[config.mk]
export PLATFORM = sky130hd
export DESIGN_NAME = dram_row_decoder
export DESIGN_NICKNAME = d
export VERILOG_FILES = /design/src/rtl/dram_row_pkg.sv /design/src/rtl/page_src_mux.sv /design/src/rtl/page_predecode.sv /design/src/rtl/row_match.sv /design/src/rtl/dram_row_decoder.sv
export SDC_FILE = /design/constraint.sdc
export NUM_CORES = 1
export LEC_CHECK = 0
export ABC_AREA = 1
export ABC_CLOCK_PERIOD_IN_PS = 2000
export BUFFER_PORTS_ARGS = -buffer_cell sky130_fd_sc_hd__buf_2
export CAP_MARGIN = 20
export CORE_AREA = 2 2 39 41
export DETAILED_ROUTE_END_ITERATION = 12
export DIE_AREA = 0 0 41 43
export PLACE_DENSITY = 0.66
export SYNTH_ARGS = -nofsm -noshare
export SYNTH_HDL_FRONTEND = slang
export SYNTH_SLANG_ARGS = --single-unit
[constraint.sdc]
create_clock -name clk -period 2 [get_ports clk]
set_input_delay 0.1 -clock clk [delete_from_list [all_inputs] [get_ports clk]]
set_output_delay 0.1 -clock clk [all_outputs]
set_load 0.02 [all_outputs]
[src/rtl/dram_row_pkg.sv]
// Package dram_row_pkg
// Shared sizes and row-layout helpers for the DRAM row bank decoder.
// Assumes large rows always precede small rows, so each large row starts
// on a multiple of its own page span.
package dram_row_pkg;

    localparam int PAGE_W = 4;                 // page number width
    localparam int SUB_W  = 2;                 // offset bits inside a large row
    localparam int HI_W   = PAGE_W - SUB_W;    // block index bits
    localparam int NROWS  = 3;                 // number of row slots
    localparam int CFG_W  = 2;                 // configuration width
    localparam int CNT_W  = 2;                 // row count width
    localparam int BIG_SPAN = 1 << SUB_W;      // pages covered by a large row

    // Whether row idx is built from large devices under configuration cfg.
    function automatic logic row_is_big(input int idx, input logic [CFG_W-1:0] cfg);
        return idx < int'(cfg);
    endfunction

    // First page of row idx when rows are packed from page 0.
    function automatic int row_base(input int idx, input logic [CFG_W-1:0] cfg);
        int n_big;
        n_big = (idx < int'(cfg)) ? idx : int'(cfg);
        return n_big * BIG_SPAN + (idx - n_big);
    endfunction

    // Pages mapped in total by the first cnt rows under configuration cfg.
    function automatic int mapped_pages(input logic [CFG_W-1:0] cfg,
                                        input logic [CNT_W-1:0] cnt);
        int total;
        total = 0;
        for (int i = 0; i < NROWS; i++) begin
            if (i < int'(cnt)) begin
                total = total + (row_is_big(i, cfg) ? BIG_SPAN : 1);
            end
        end
        return total;
    endfunction

endpackage

[src/rtl/page_src_mux.sv]
// Module page_src_mux
// Picks the page number for decoding from the processor or the video
// scan source. Assumes both sources are stable page numbers of PAGE_W bits.
module page_src_mux #(
    parameter int PAGE_W = dram_row_pkg::PAGE_W
) (
    input  logic [PAGE_W-1:0] cpu_page_i,
    input  logic [PAGE_W-1:0] vid_page_i,
    input  logic              vid_sel_i,
    output logic [PAGE_W-1:0] page_o
);

    // Select the active address source.
    always_comb begin
        page_o = vid_sel_i ? vid_page_i : cpu_page_i;
    end

endmodule

[src/rtl/page_predecode.sv]
// Module page_predecode
// Splits the page number into two one-hot fields: the block index (upper
// bits) and the offset within a block (lower bits). Each field gets its
// own binary-to-one-hot decoder, sized from the parameters.
module page_predecode #(
    parameter int PAGE_W = dram_row_pkg::PAGE_W,
    parameter int SUB_W  = dram_row_pkg::SUB_W
) (
    input  logic [PAGE_W-1:0]             page_i,
    output logic [(1<<(PAGE_W-SUB_W))-1:0] hi_dec_o,
    output logic [(1<<SUB_W)-1:0]          lo_dec_o
);

    localparam int HI_W   = PAGE_W - SUB_W;
    localparam int HI_N   = 1 << HI_W;
    localparam int LO_N   = 1 << SUB_W;

    logic [HI_W-1:0]  hi_field;
    logic [SUB_W-1:0] lo_field;

    assign hi_field = page_i[PAGE_W-1:SUB_W];
    assign lo_field = page_i[SUB_W-1:0];

    genvar g;
    generate
        for (g = 0; g < HI_N; g++) begin : g_hi
            // One output line of the block-index decoder.
            always_comb begin
                hi_dec_o[g] = (hi_field == HI_W'(g));
            end
        end
        for (g = 0; g < LO_N; g++) begin : g_lo
            // One output line of the offset decoder.
            always_comb begin
                lo_dec_o[g] = (lo_field == SUB_W'(g));
            end
        end
    endgenerate

endmodule

[src/rtl/row_match.sv]
// Module row_match
// Decides whether the current page falls inside row ROW_IDX, from the
// predecoded lines and the row-type configuration. A large row matches on
// its block line alone; a small row also needs its offset line. Assumes
// large rows precede small rows (base of a large row is block aligned).
module row_match #(
    parameter int ROW_IDX = 0,
    parameter int PAGE_W  = dram_row_pkg::PAGE_W,
    parameter int SUB_W   = dram_row_pkg::SUB_W,
    parameter int CFG_W   = dram_row_pkg::CFG_W,
    parameter int CNT_W   = dram_row_pkg::CNT_W
) (
    input  logic [(1<<(PAGE_W-SUB_W))-1:0] hi_dec_i,
    input  logic [(1<<SUB_W)-1:0]          lo_dec_i,
    input  logic [SUB_W-1:0]               page_lo_i,
    input  logic [CFG_W-1:0]               cfg_i,
    input  logic [CNT_W-1:0]               cnt_i,
    output logic                           hit_o,
    output logic [SUB_W-1:0]               sub_o
);

    import dram_row_pkg::*;

    logic [PAGE_W-1:0]        base;
    logic [PAGE_W-SUB_W-1:0]  blk;
    logic [SUB_W-1:0]         off;
    logic                     big;
    logic                     fitted;

    // Locate this row from the configuration.
    always_comb begin
        base   = PAGE_W'(row_base(ROW_IDX, cfg_i));
        blk    = base[PAGE_W-1:SUB_W];
        off    = base[SUB_W-1:0];
        big    = row_is_big(ROW_IDX, cfg_i);
        fitted = (ROW_IDX < int'(cnt_i));
    end

    // Combine the predecoded lines into the row hit and the offset bits.
    always_comb begin
        hit_o = fitted && hi_dec_i[blk] && (big || lo_dec_i[off]);
        sub_o = (hit_o && big) ? page_lo_i : '0;
    end

endmodule

[src/rtl/dram_row_decoder.sv]
// Module dram_row_decoder
// Top of the DRAM row bank decoder. Selects the page source, predecodes
// it, matches it against each row slot and registers the strobe enables,
// the in-row offset bits and the RAM-select flag. Assumes row_cfg_i and
// row_cnt_i are static during normal use; any change takes effect on the
// next clock like any other input.
module dram_row_decoder #(
    parameter int PAGE_W = dram_row_pkg::PAGE_W,
    parameter int SUB_W  = dram_row_pkg::SUB_W,
    parameter int NROWS  = dram_row_pkg::NROWS,
    parameter int CFG_W  = dram_row_pkg::CFG_W,
    parameter int CNT_W  = dram_row_pkg::CNT_W
) (
    input  logic              clk,
    input  logic              rst_n,
    input  logic [PAGE_W-1:0] cpu_page_i,
    input  logic [PAGE_W-1:0] vid_page_i,
    input  logic              vid_sel_i,
    input  logic [CFG_W-1:0]  row_cfg_i,
    input  logic [CNT_W-1:0]  row_cnt_i,
    output logic [NROWS-1:0]  cas_en_o,
    output logic [SUB_W-1:0]  xaddr_o,
    output logic              ram_sel_o
);

    import dram_row_pkg::*;

    localparam int HI_N = 1 << (PAGE_W - SUB_W);
    localparam int LO_N = 1 << SUB_W;

    logic [PAGE_W-1:0] page;
    logic [HI_N-1:0]   hi_dec;
    logic [LO_N-1:0]   lo_dec;
    logic [NROWS-1:0]  row_hit;
    logic [SUB_W-1:0]  row_sub [NROWS];
    logic [SUB_W-1:0]  sub_nxt;

    page_src_mux #(.PAGE_W(PAGE_W)) u_mux (
        .cpu_page_i (cpu_page_i),
        .vid_page_i (vid_page_i),
        .vid_sel_i  (vid_sel_i),
        .page_o     (page)
    );

    page_predecode #(.PAGE_W(PAGE_W), .SUB_W(SUB_W)) u_predec (
        .page_i   (page),
        .hi_dec_o (hi_dec),
        .lo_dec_o (lo_dec)
    );

    genvar r;
    generate
        for (r = 0; r < NROWS; r++) begin : g_row
            row_match #(
                .ROW_IDX (r),
                .PAGE_W  (PAGE_W),
                .SUB_W   (SUB_W),
                .CFG_W   (CFG_W),
                .CNT_W   (CNT_W)
            ) u_row (
                .hi_dec_i  (hi_dec),
                .lo_dec_i  (lo_dec),
                .page_lo_i (page[SUB_W-1:0]),
                .cfg_i     (row_cfg_i),
                .cnt_i     (row_cnt_i),
                .hit_o     (row_hit[r]),
                .sub_o     (row_sub[r])
            );
        end
    endgenerate

    // Merge the per-row offsets; only a hitting large row drives non-zero.
    always_comb begin
        sub_nxt = '0;
        for (int i = 0; i < NROWS; i++) begin
            sub_nxt = sub_nxt | row_sub[i];
        end
    end

    // Register all outputs, clearing them on synchronous reset.
    always_ff @(posedge clk) begin
        if (!rst_n) begin
            cas_en_o  <= '0;
            xaddr_o   <= '0;
            ram_sel_o <= 1'b0;
        end else begin
            cas_en_o  <= row_hit;
            xaddr_o   <= sub_nxt;
            ram_sel_o <= |row_hit;
        end
    end

    // ---------------- assertions ----------------
    int unsigned span_now;
    assign span_now = unsigned'(mapped_pages(row_cfg_i, row_cnt_i));

    // a reset edge leaves every output cleared.
    a_r2_reset_clears: assert property (@(posedge clk)
        !rst_n |=> (cas_en_o == '0 && xaddr_o == '0 && !ram_sel_o));

    // never more than one row strobed.
    a_r5_single_strobe: assert property (@(posedge clk) disable iff (!rst_n)
        $onehot0(cas_en_o));

    // RAM-select agrees with the strobe enables.
    a_r6_sel_tracks_rows: assert property (@(posedge clk) disable iff (!rst_n)
        ram_sel_o == (cas_en_o != '0));

    // a page inside the mapped span selects memory next cycle.
    a_r6_inside_selects: assert property (@(posedge clk) disable iff (!rst_n)
        (int'(page) < int'(span_now)) |=> ram_sel_o);

    // a page past the mapped span selects nothing next cycle.
    a_r9_beyond_idle: assert property (@(posedge clk) disable iff (!rst_n)
        (int'(page) >= int'(span_now)) |=> (!ram_sel_o && cas_en_o == '0));

    // offset bits are zero whenever no row is selected.
    a_r7_offset_quiet: assert property (@(posedge clk) disable iff (!rst_n)
        !ram_sel_o |-> (xaddr_o == '0));

endmodule

==> flow_results.org, run 1 <==
** Drt
- Once detail routing completed, the nets flagged for antenna violations numbered 0.
- Dividing the detail-routed via count by the number of cells gives 4.39.
- The final route contains 571 vias.
- The first detailed-routing pass took 4 iterations.
- Post-route DRC :: 0
- The final layout contains routed wiring with a total length of about 990 um.
- Detailed-route wire length per cell :: 7.63 um
- Starting DRT DRC Count :: 7

** Pwr
- Clk network pwr share :: 0.323
- Sequential power share :: 0.372
- For this design the ratio of total power to cell area is 514 nW/um2.
- Of the total power, the share spent switching nets is 0.313.
- Logic gate share of total power :: 0.305
- Internal power component :: 0.000232 W
- In this run the static leakage power is 0.413 nW.
- The analysis attributes to net switching a power of 0.000106 W.
- Worst vdd rail ir drop :: ~0.13 mV

** CTS
- Sinks on the clock net :: 6
- Clock buffer depth :: 2
- The tree is rooted in a clkbuf_4.
- In this run the number of H-tree levels came out at 1.
- After clock tree synthesis, the repair step resized 0 gates.
- Hold-fix buffers at CTS :: 0
- CTS clock-pin slew for the worst setup and hold paths :: 0.04 ns
- Buffers inserted during post-CTS setup optimization :: 0
- CTS tree :: yes
- Counting the buffers created by CTS gives 3.

** Cells and area
- Post-Layout Cell Count :: 130
- Growth of design area from synthesis to finish :: 29.6%
- Antenna diode count :: 0
- Register Area :: 120 um2
- Number of fillers in the final layout :: 163
- Of the cells placed in the final design, the portion with a size suffix greater than 1 is 0.289.
- Final net count :: ~130
- Summing all multi-input logic gate instances after layout gives 332 um2.

** Timing
- For the finished layout, the period the worst path requires is roughly 0.84 ns.
- The final hold violation count is 0.
- The number of slew-limit violations in the final report is 0.
- Setup repair after global routing left no endpoint under its margin.
- Setup violations remaining at the end of the flow were counted as 0.
- Sum of negative setup slack :: 0 ns
- Peak clock frequency supported by timing :: 1190 MHz
- Post-route fraction of the period consumed by the critical path :: 0.419

** Floorplanning
- The floorplan step set the die height to 43 um.
- 21 I/O pins were placed.
- Horizontal die dimension :: approximately 40 um
- Total die area :: between 1500 and 2000 um2
- The floorplan step defined a core boundary enclosing 1380 um2.
- Initial core utilization :: 0.367
- FP Rows :: 14

** Setup path
- Max FO, Critical Path :: 7
- Kind of capture point of the worst setup path :: register
- Crit path arrival time :: 1.02 ns
- Worst path required time :: 2.18 ns
- Setup CP Type :: input pin to register
- The worst setup path is launched from an input pin.

** GRT
- The first global-routing pass estimated around 1.8 mm of wire.
- In the global route stage, overall resource usage came out at 0.148.
- Vias in the first global route :: between 500 and 600
- Entering global routing, the biggest net connects 8 pins.
- Initial antenna violation count :: 0
- After global routing the overflow that remains totals 0.

** Logic synthesis
- For this run, the number of Yosys warnings is 0.
- Most frequently used cell type in the post-synthesis netlist :: nand2_1
- Fraction of registers with async set/reset :: 0
- Cell types occupying the most area after synthesis :: dfxtp_1, nand2_1, nand3_1, inv_1, nor2_1
- The share of synthesized area in the top cell type comes to 0.236.
- The average instance in the mapped netlist occupies between 5 and 6 um2.
- Counting distinct cell types in the post-synthesis netlist gives 16.
- Number of enable-type register cells in the synthesized netlist :: 0
- Ranked by instance count, the synthesized netlist is headed by nand2_1, inv_1, nand3_1.
- The cell count after synthesis came out at 89.
- The cell area that synthesis handed to floorplanning was between 500 and 600 um2.
- Number of register bits inferred by synthesis :: 6
- Primary flip-flop cell chosen by synthesis mapping :: dfxtp_1
- For this run, the register share of the synthesized area comes to 0.236.
- Library cell occupying the most area in the post-synthesis netlist :: dfxtp_1

** Place
- # port buffers :: 20
- Dpl cells :: 127
- Post-detail-place hpwl :: between 800 and 900 um
- Routability-driven placement finished with a final weighted congestion of 0.872.

** Flow run
- Reported max-cap violation count :: 0

** Worst hold path
- The tightest min-delay check is of the input pin to register type.

** Outcome
- The run finished with clean final reports.
[cell families after synthesis]
kind of cell	Yosys count	share of synthesized area
AND/OR/NAND/NOR	59	0.537
flip-flops	6	0.236
AO/OA/AOI/OAI	3	0.0369
other	2	0.0148
adder cells (fa/ha/maj)	2	0.0493
buffers and inverters	17	0.126
[flip-flops by register name, summed over array words and instances (netlist names)]
| register | flops |
|---|---|
| xaddr_o | 2 |
| ram_sel_o | 1 |
| cas_en_o | 3 |
[layout make-up]
| cell class | count | area share |
|---|---|---|
| Multi-Input combinational cell | 68 | 0.504 |
| Sequential cell | 6 | 0.183 |
| Timing Repair Buffer | 20 | 0.152 |
| Inverter | 17 | 0.0970 |
| Clock buffer | 3 | 0.0342 |
| Tap cell | 16 | 0.0304 |
[layout by cell type (no fill, tap or decap), types with 2 or more instances in the layout]
| cell type | synthesis | layout |
|---|---|---|
| clkbuf_4 | 0 | 3 |
| nand2_1 | 29 | 29 |
| nand3_1 | 11 | 11 |
| nand2_2 | 3 | 3 |
| ha_1 | 2 | 2 |
| conb_1 | 2 | 4 |
| inv_2 | 3 | 3 |
| nand4_1 | 4 | 4 |
| nor2_1 | 8 | 8 |
| o21ai_1 | 2 | 2 |
| buf_2 | 0 | 20 |
| dfxtp_1 | 6 | 6 |
| inv_1 | 14 | 14 |
[per-stage QoR]
stage                     setup slack (ns)  area (um2)  total power (W)   util  hold WS, ns
after global placement               0.917         636         0.000230  0.459        0.394
after floorplan                       1.15         515         0.000198      -        0.244
after global routing                 0.998         658         0.000369  0.476        0.158
after detailed placement             0.919         636         0.000231  0.459        0.403
final                                 1.16         658         0.000338  0.476        0.150
after CTS                             1.17         658         0.000345  0.476        0.140
[power by group through the flow]
stage / Sequential, W / Combinational [W] / Clock (W)
after floorplan: 0.000135 / 0.0000630 / 0
after global placement: 0.000128 / 0.000102 / 0
after detailed placement: 0.000128 / 0.000103 / 0
after CTS: 0.000126 / 0.000103 / 0.000117
after global routing: 0.000126 / 0.000120 / 0.000123
final: 0.000126 / 0.000103 / 0.000109
[worst max-delay path: stages]
cell and delay [ns]:
buf_2 0.14, inv_2 0.11, nand2_1 0.06, nand2_1 0.12
nand2_1 0.11, nand2_1 0.07, nand2_1 0.05, nor2_1 0.10
nand3_1 0.10, nand3_1 0.07
[worst paths after layout]
check	start	to	slack, ns	cells past startpoint
worst max-delay path	vid_sel_i	ram_sel_o	1.16	10
worst min-delay path	rst_n	xaddr_o[1]	0.15	3
[metal layers]
layer	wire length, um	track usage
met3	43	0.0314
met5	0	0
met2	502	0.231
met1	446	0.179
met4	0	0.0800
Power figures use the tool's default switching activity.
==> run 2: changes to the inputs <==
Settings changed: ABC_CLOCK_PERIOD_IN_PS 2000 to 800.
Clock period 2 ns to 0.8 ns, I/O delays scaled along.
==> run 2 against run 1 <==
Net effect:
- flip-flop and latch count unchanged
- via count rose by 2.6%
- critical path type unchanged
- total power grew to 2.7 times the previous value
- core utilization up 6.0 points
- first-iteration DRC count is 29% higher
- largest cell class unchanged
- highest routed layer unchanged
- non-clock buffer count rose by 6
- global-route usage is 0.39 points higher
- clock power increased by 150%
- clock-buffer cell count stayed put
- wire length increased by 14%
- critical path depth is the same
- design area grew 13%
==> flow_results.org, run 2 (same netlist as run 1, synthesis figures left out) <==
** Pwr
- Summing internal, switching and leakage power gives ~0.00090 W.
- Worst vdd rail ir drop :: 0.343 mV
- For this design the total switching power over the nets is between 0.0002 and 0.0003 W.
- For this design the ratio of total power to cell area is approximately 1200 nW/um2.
- The internal power of the cells totals 0.000612 W.
- Sequential power share :: 0.352
- Switching part of the total power :: 0.317
- Of the total power, the clock network draws 0.300.
- Leakage power :: 0.457 nW
- Logic gate share of total power :: 0.349

** GRT
- Initial antenna violation count :: 0
- Total Routing Usage GR :: 0.152
- The number of global-route vias before repair was 528.
- Remaining global-route overflow :: 0
- Wire length of the first global-routing pass :: approximately 1.9 mm
- Largest net degree at the start of global routing :: 8

** Cells and area
- Cell area after layout :: 741 um2
- The net count of the finished layout is 139.
- Number of fillers in the final layout :: 146
- Register name with the most flops :: cas_en_o
- Most frequent cells in the layout :: nand2_1, buf_2, inv_1
- Share of final-layout standard cells stronger than drive strength 1 :: 0.383
- Antenna diode count :: 0
- Growth of design area from synthesis to finish :: 45.8%
- The library cell used most frequently in the layout, excluding fill and tap cells, is nand2_1.
- The register with the most flip-flops in the layout has 3 of them.
- The largest registers in the layout are cas_en_o (3), xaddr_o (2), ram_sel_o (1).

** Floorplanning
- During I/O placement, the number of pins put on the boundary was 21.
- The core region is 1380 um2.
- Total die area :: between 1500 and 2000 um2
- Die height :: roughly 43 um
- For this configuration, the core starts out at a cell density of 0.367.
- The die is around 40 um wide.
- The floorplan has 14 rows.

** Place
- RD Place Congestion :: 0.863
- Post-detail-place hpwl :: approximately 950 um
- # port buffers :: 20
- Post-detailed-placement cell area :: between 600 and 700 um2

** Setup path
- Worst path required time :: 0.97 ns
- At the worst endpoint, the arrival time is 0.91 ns.
- The critical path in this run is classified as input pin to register.
- In this run the worst path has a maximum fanout of 7.
- The worst setup path is captured at a register.
- Kind of start point of the critical path :: input pin

** Timing
- Max Slew Vio Count :: 0
- Final Hold Vio Count :: 0
- Post-route fraction of the period consumed by the critical path :: 0.921
- Sum of negative setup slack :: 0 ns
- The worst path in the final design needs a cycle of between 0.7 and 0.8 ns, including I/O delays and setup.
- Final setup fails :: 0
- For this run, the top clock speed supported by timing is approximately 1400 MHz.

** CTS
- Buffers inserted during post-CTS setup optimization :: 0
- CTS Root Buffer Type :: clkbuf_4
- In this run the deepest clock path goes through 2 buffers.
- CTS built an H-tree with a depth of 1.
- Post-CTS repair changed the size of 0 cells.
- Hold-fix buffers at CTS :: 0
- The clock drives 6 sinks.
- Clock-pin slew was measured on the worst setup and hold paths at 0.04 ns.
- CTS tree :: yes
- Buffers inserted during clock tree synthesis total 3.

** Drt
- Post-Route WL :: approximately 1.1 mm
- Starting DRT DRC Count :: 9
- Number of antenna-violating nets in the routed design :: 0
- The first detailed-routing pass took 4 iterations.
- Dividing the detail-routed via count by the number of cells gives ~4.3.
- Detailed routing inserted a total of 586 vias.
- Post-route DRC :: 0
- Detailed-route wire length per cell :: 8.33 um

** Worst hold path
- Worst Hold Class :: input pin to register

** Flow run
- Max-cap violations in this run came to 0.

** Outcome
- Run status :: finished clean
[run 2: cell types whose count changed in the layout (fill, tap and decap cells not counted), sizes merged]
cell / before / now
buf: 20 / 26
[run 2: routing by layer]
layer | part of all wire | GRT usage
met5 | 0 | 0
met3 | 0.038 | 0
met1 | 0.44 | 0.188
met4 | 0 | 0.0600
met2 | 0.52 | 0.263
[run 2: area by class of cell]
cell class                 instances  area, um2  share of cell area
tap                               16       20.0              0.0270
timing repair buffer              26        148               0.199
sequential                         6        120               0.162
clock buffer                       3       22.5              0.0304
inverter                          17       68.8              0.0929
multi-input combinational         68        362               0.488
[run 2: stage by stage]
step                cells  hold slack (ns)  setup WS (ns)  utilization
floorplan              91            0.184        0.00530            -
global placement      133            0.335         -0.202        0.492
detailed placement    133            0.339         -0.243        0.492
CTS                   136           0.0868        0.00357        0.508
global route          136           0.0799       -0.00735        0.535
finish                136           0.0812         0.0631        0.535
[run 2: worst paths after layout]
kind / startpoint / end / slack [ns] / cells past startpoint
setup / recovery: vid_sel_i / xaddr_o[0] / 0.06 / 10
hold / removal: rst_n / xaddr_o[1] / 0.08 / 3
[run 2: worst max-delay path, cell delays in order]
cell	delay (ns)
buf_4	0.15
inv_6	0.08
nand2_1	0.05
nand2_1	0.08
nand2_2	0.07
nand2_2	0.07
nand4_1	0.11
nand3_2	0.11
nand2_2	0.06
nor2_1	0.10
[run 2: power groups by stage]
stage	combinational, W	sequential [W]	clock (W)
floorplan	0.000158	0.000337	0
global placement	0.000281	0.000320	0
detailed placement	0.000286	0.000320	0
CTS	0.000286	0.000315	0.000283
global route	0.000353	0.000317	0.000295
finish	0.000312	0.000315	0.000269
==> run 3: changes to the inputs <==
Settings changed: CTS_BUF_LIST from default to sky130_fd_sc_hd__clkbuf_8.
==> run 3 against run 2 <==
Net effect:
- sequential share of layout area fell by 0.48 points
- first-iteration DRC count is 33% higher
- critical path depth shrank 3
- flip-flop and latch count unchanged
- critical endpoint is now ram_sel_o
- highest routed layer unchanged
==> flow_results.org, run 3 (same netlist as run 1, synthesis figures left out) <==
** Setup path
- Along the worst path, the maximum fanout reaches 2.
- Slowest CP cell :: or2_2
- CP cell instances :: buf_2, or2_2, nand2_1, nor2_1, and2_1, nand3_1, nand3_1
- Buf+Inv Stages, Crit Path :: 1
- Data on the critical path is required at its endpoint by about 0.9 ns.
- Crit-path max cell delay :: 0.28 ns
- CP dominant cell by count :: nand3_1
- On the critical path the largest part of the delay comes from simple AND/OR/NAND/NOR gates.
- Crit path arrival time :: 0.83 ns
- Kind of capture point of the worst setup path :: register
- Kind of start point of the critical path :: input pin
- Setup CP Type :: input pin to register

** Drt
- The count of nets left with antenna violations once routing finished came out at 0.
- In the routed layout, each cell is associated on average with a via count of 4.31.
- Via Count :: 586
- For this run, design rule violations remaining after detail routing come to 0.
- The pre-antenna-repair detailed-routing pass consisted of 4 iterations.
- Summed over all layers, the routed wires come to between 1 and 1.5 mm.
- Dividing the detail-routed wire length by the instance count gives 8.42 um.
- Starting DRT DRC Count :: 12

** Cells and area
- Antenna diode count :: 0
- Biggest regs :: cas_en_o (3), xaddr_o (2), ram_sel_o (1)
- Most common library cell in the layout ignoring fill and taps :: nand2_1
- Growth of design area from synthesis to finish :: 50.2%
- End-of-flow core utilization :: 0.552
- Most frequent cells in the layout :: nand2_1, buf_2, inv_1
- Fill cells in the final layout number 142.
- For this run, the post-layout net count is between 100 and 150.
- Share of final-layout standard cells stronger than drive strength 1 :: 0.383
- The finished cells cover 763 um2.
- Register name with the most flops :: cas_en_o
- Post-Layout Cell Count :: 136
- Largest register FFs :: 3

** GRT
- Largest net degree at the start of global routing :: 8
- The initial antenna violation count is 0.
- Total Routing Usage GR :: 0.153
- In this run the most used layer during global routing was met2.
- Global routing usage on met3 :: 0
- Grt met2 use :: 0.266
- The number of global-route vias before repair came to 530.
- In the global route stage, met1 resource usage came out at 0.188.
- The first global-routing pass estimated 1.91 mm of wire.
- Global routing finished with a remaining overflow of 0.

** Place
- After legalization and detailed placement, the total HPWL measured ~950 um.
- Post-detailed-placement cell area :: 681 um2
- The congestion estimate from routability-driven global placement came to 0.863.
- At the placement stage, the worst setup path has a slack of -0.243 ns.
- Dpl cells :: 133
- # port buffers :: 20

** Timing
- Final Hold Vio Count :: 0
- Dividing the final minimum period by the clock period gives 0.912.
- Peak clock frequency supported by timing :: 1370 MHz
- Clock period minus worst slack :: 0.730 ns
- The number of slew-limit violations in the final report is 0.
- Final setup margin :: 0.0702 ns
- Final setup fails :: 0

** CTS
- In this run the clock root is driven by a clkbuf_8.
- Clock-pin slew was measured on the worst setup and hold paths at 0.04 ns.
- CTS tree :: yes
- In this run the number of H-tree levels came out at 1.
- Number of CTS-inserted buffers :: 3
- Sinks on the clock net :: 6
- Clock buffer depth :: 2
- The number of hold buffers added after CTS was 0.

** Outcome
- The run finished with clean final reports.

** Pwr
- IR analysis of the VDD net gives a maximum drop of 0.417 mV.
- For this design the static power due to leakage is 0.466 nW.
- Total Power Consumption :: 0.00107 W
- Power per standard cell area :: 1410 nW/um2

** Worst hold path
- Hold Path Origin :: rst_n
- Number of cells on the worst hold path :: 3
- Hold-critical path endpoint :: xaddr_o[1]
- The min-delay analysis places its worst path in the category input pin to register.

** Flow run
- Max-cap violations in this run came to 0.

** Floorplanning
- Initial core utilization :: 0.367
- The die covers between 1500 and 2000 um2.
- Die height :: 43 um
- The region available for standard cell placement spans 1380 um2.
- Horizontal die dimension :: just over 40 um
- Pin placement for this block handled 21 I/O pins.
- FP Rows :: 14
[run 3: how the worst max path moves through the flow]
stage / from / to / slack (ns) / cells after the start
2_1_floorplan: row_cnt_i[0] / ram_sel_o / 0.005 / 6
3_3_place_gp: vid_sel_i / xaddr_o[0] / -0.20 / 10
3_5_place_dp: vid_sel_i / ram_sel_o / -0.24 / 10
4_1_cts: vid_sel_i / xaddr_o[0] / 0.0005 / 10
5_1_grt: cpu_page_i[3] / xaddr_o[0] / -0.01 / 10
6_report: row_cnt_i[0] / ram_sel_o / 0.07 / 7
[run 3: final cells by class]
class,count,area [um2],share of cell area
multi-input combinational,68,362,0.474
timing repair buffer,26,151,0.198
sequential,6,120,0.157
inverter,17,68.8,0.0902
clock buffer,3,41.3,0.0541
tap,16,20.0,0.0262
[run 3: stage by stage]
stage	TNS, ns	hold slack [ns]
floorplan	0	0.184
global placement	-1.02	0.335
detailed placement	-1.23	0.339
CTS	0	0.113
global route	-0.0137	0.108
finish	0	0.101
[run 3: timing repair]
action,4_1_cts,5_1_grt
gates resized for setup,1,13
endpoints found under the setup margin,3,6
pin swaps,0,9
buffers inserted,0,0
[run 3: layer usage]
layer / vias up / part of all wire
li1: 330 / -
met1: 246 / 0.44
met2: 10 / 0.52
met3: 0 / 0.038
met4: 0 / 0
met5: - / 0
[run 3: power by group]
group / internal [W] / total [W] / leakage, nW / switching (W)
Combinational: 0.000132 / 0.000314 / 0.395 / 0.000182
Clock: 0.000322 / 0.000443 / 0.0216 / 0.000121
Sequential: 0.000314 / 0.000316 / 0.0487 / 0.00000241
Total: 0.000768 / 0.00107 / 0.466 / 0.000305
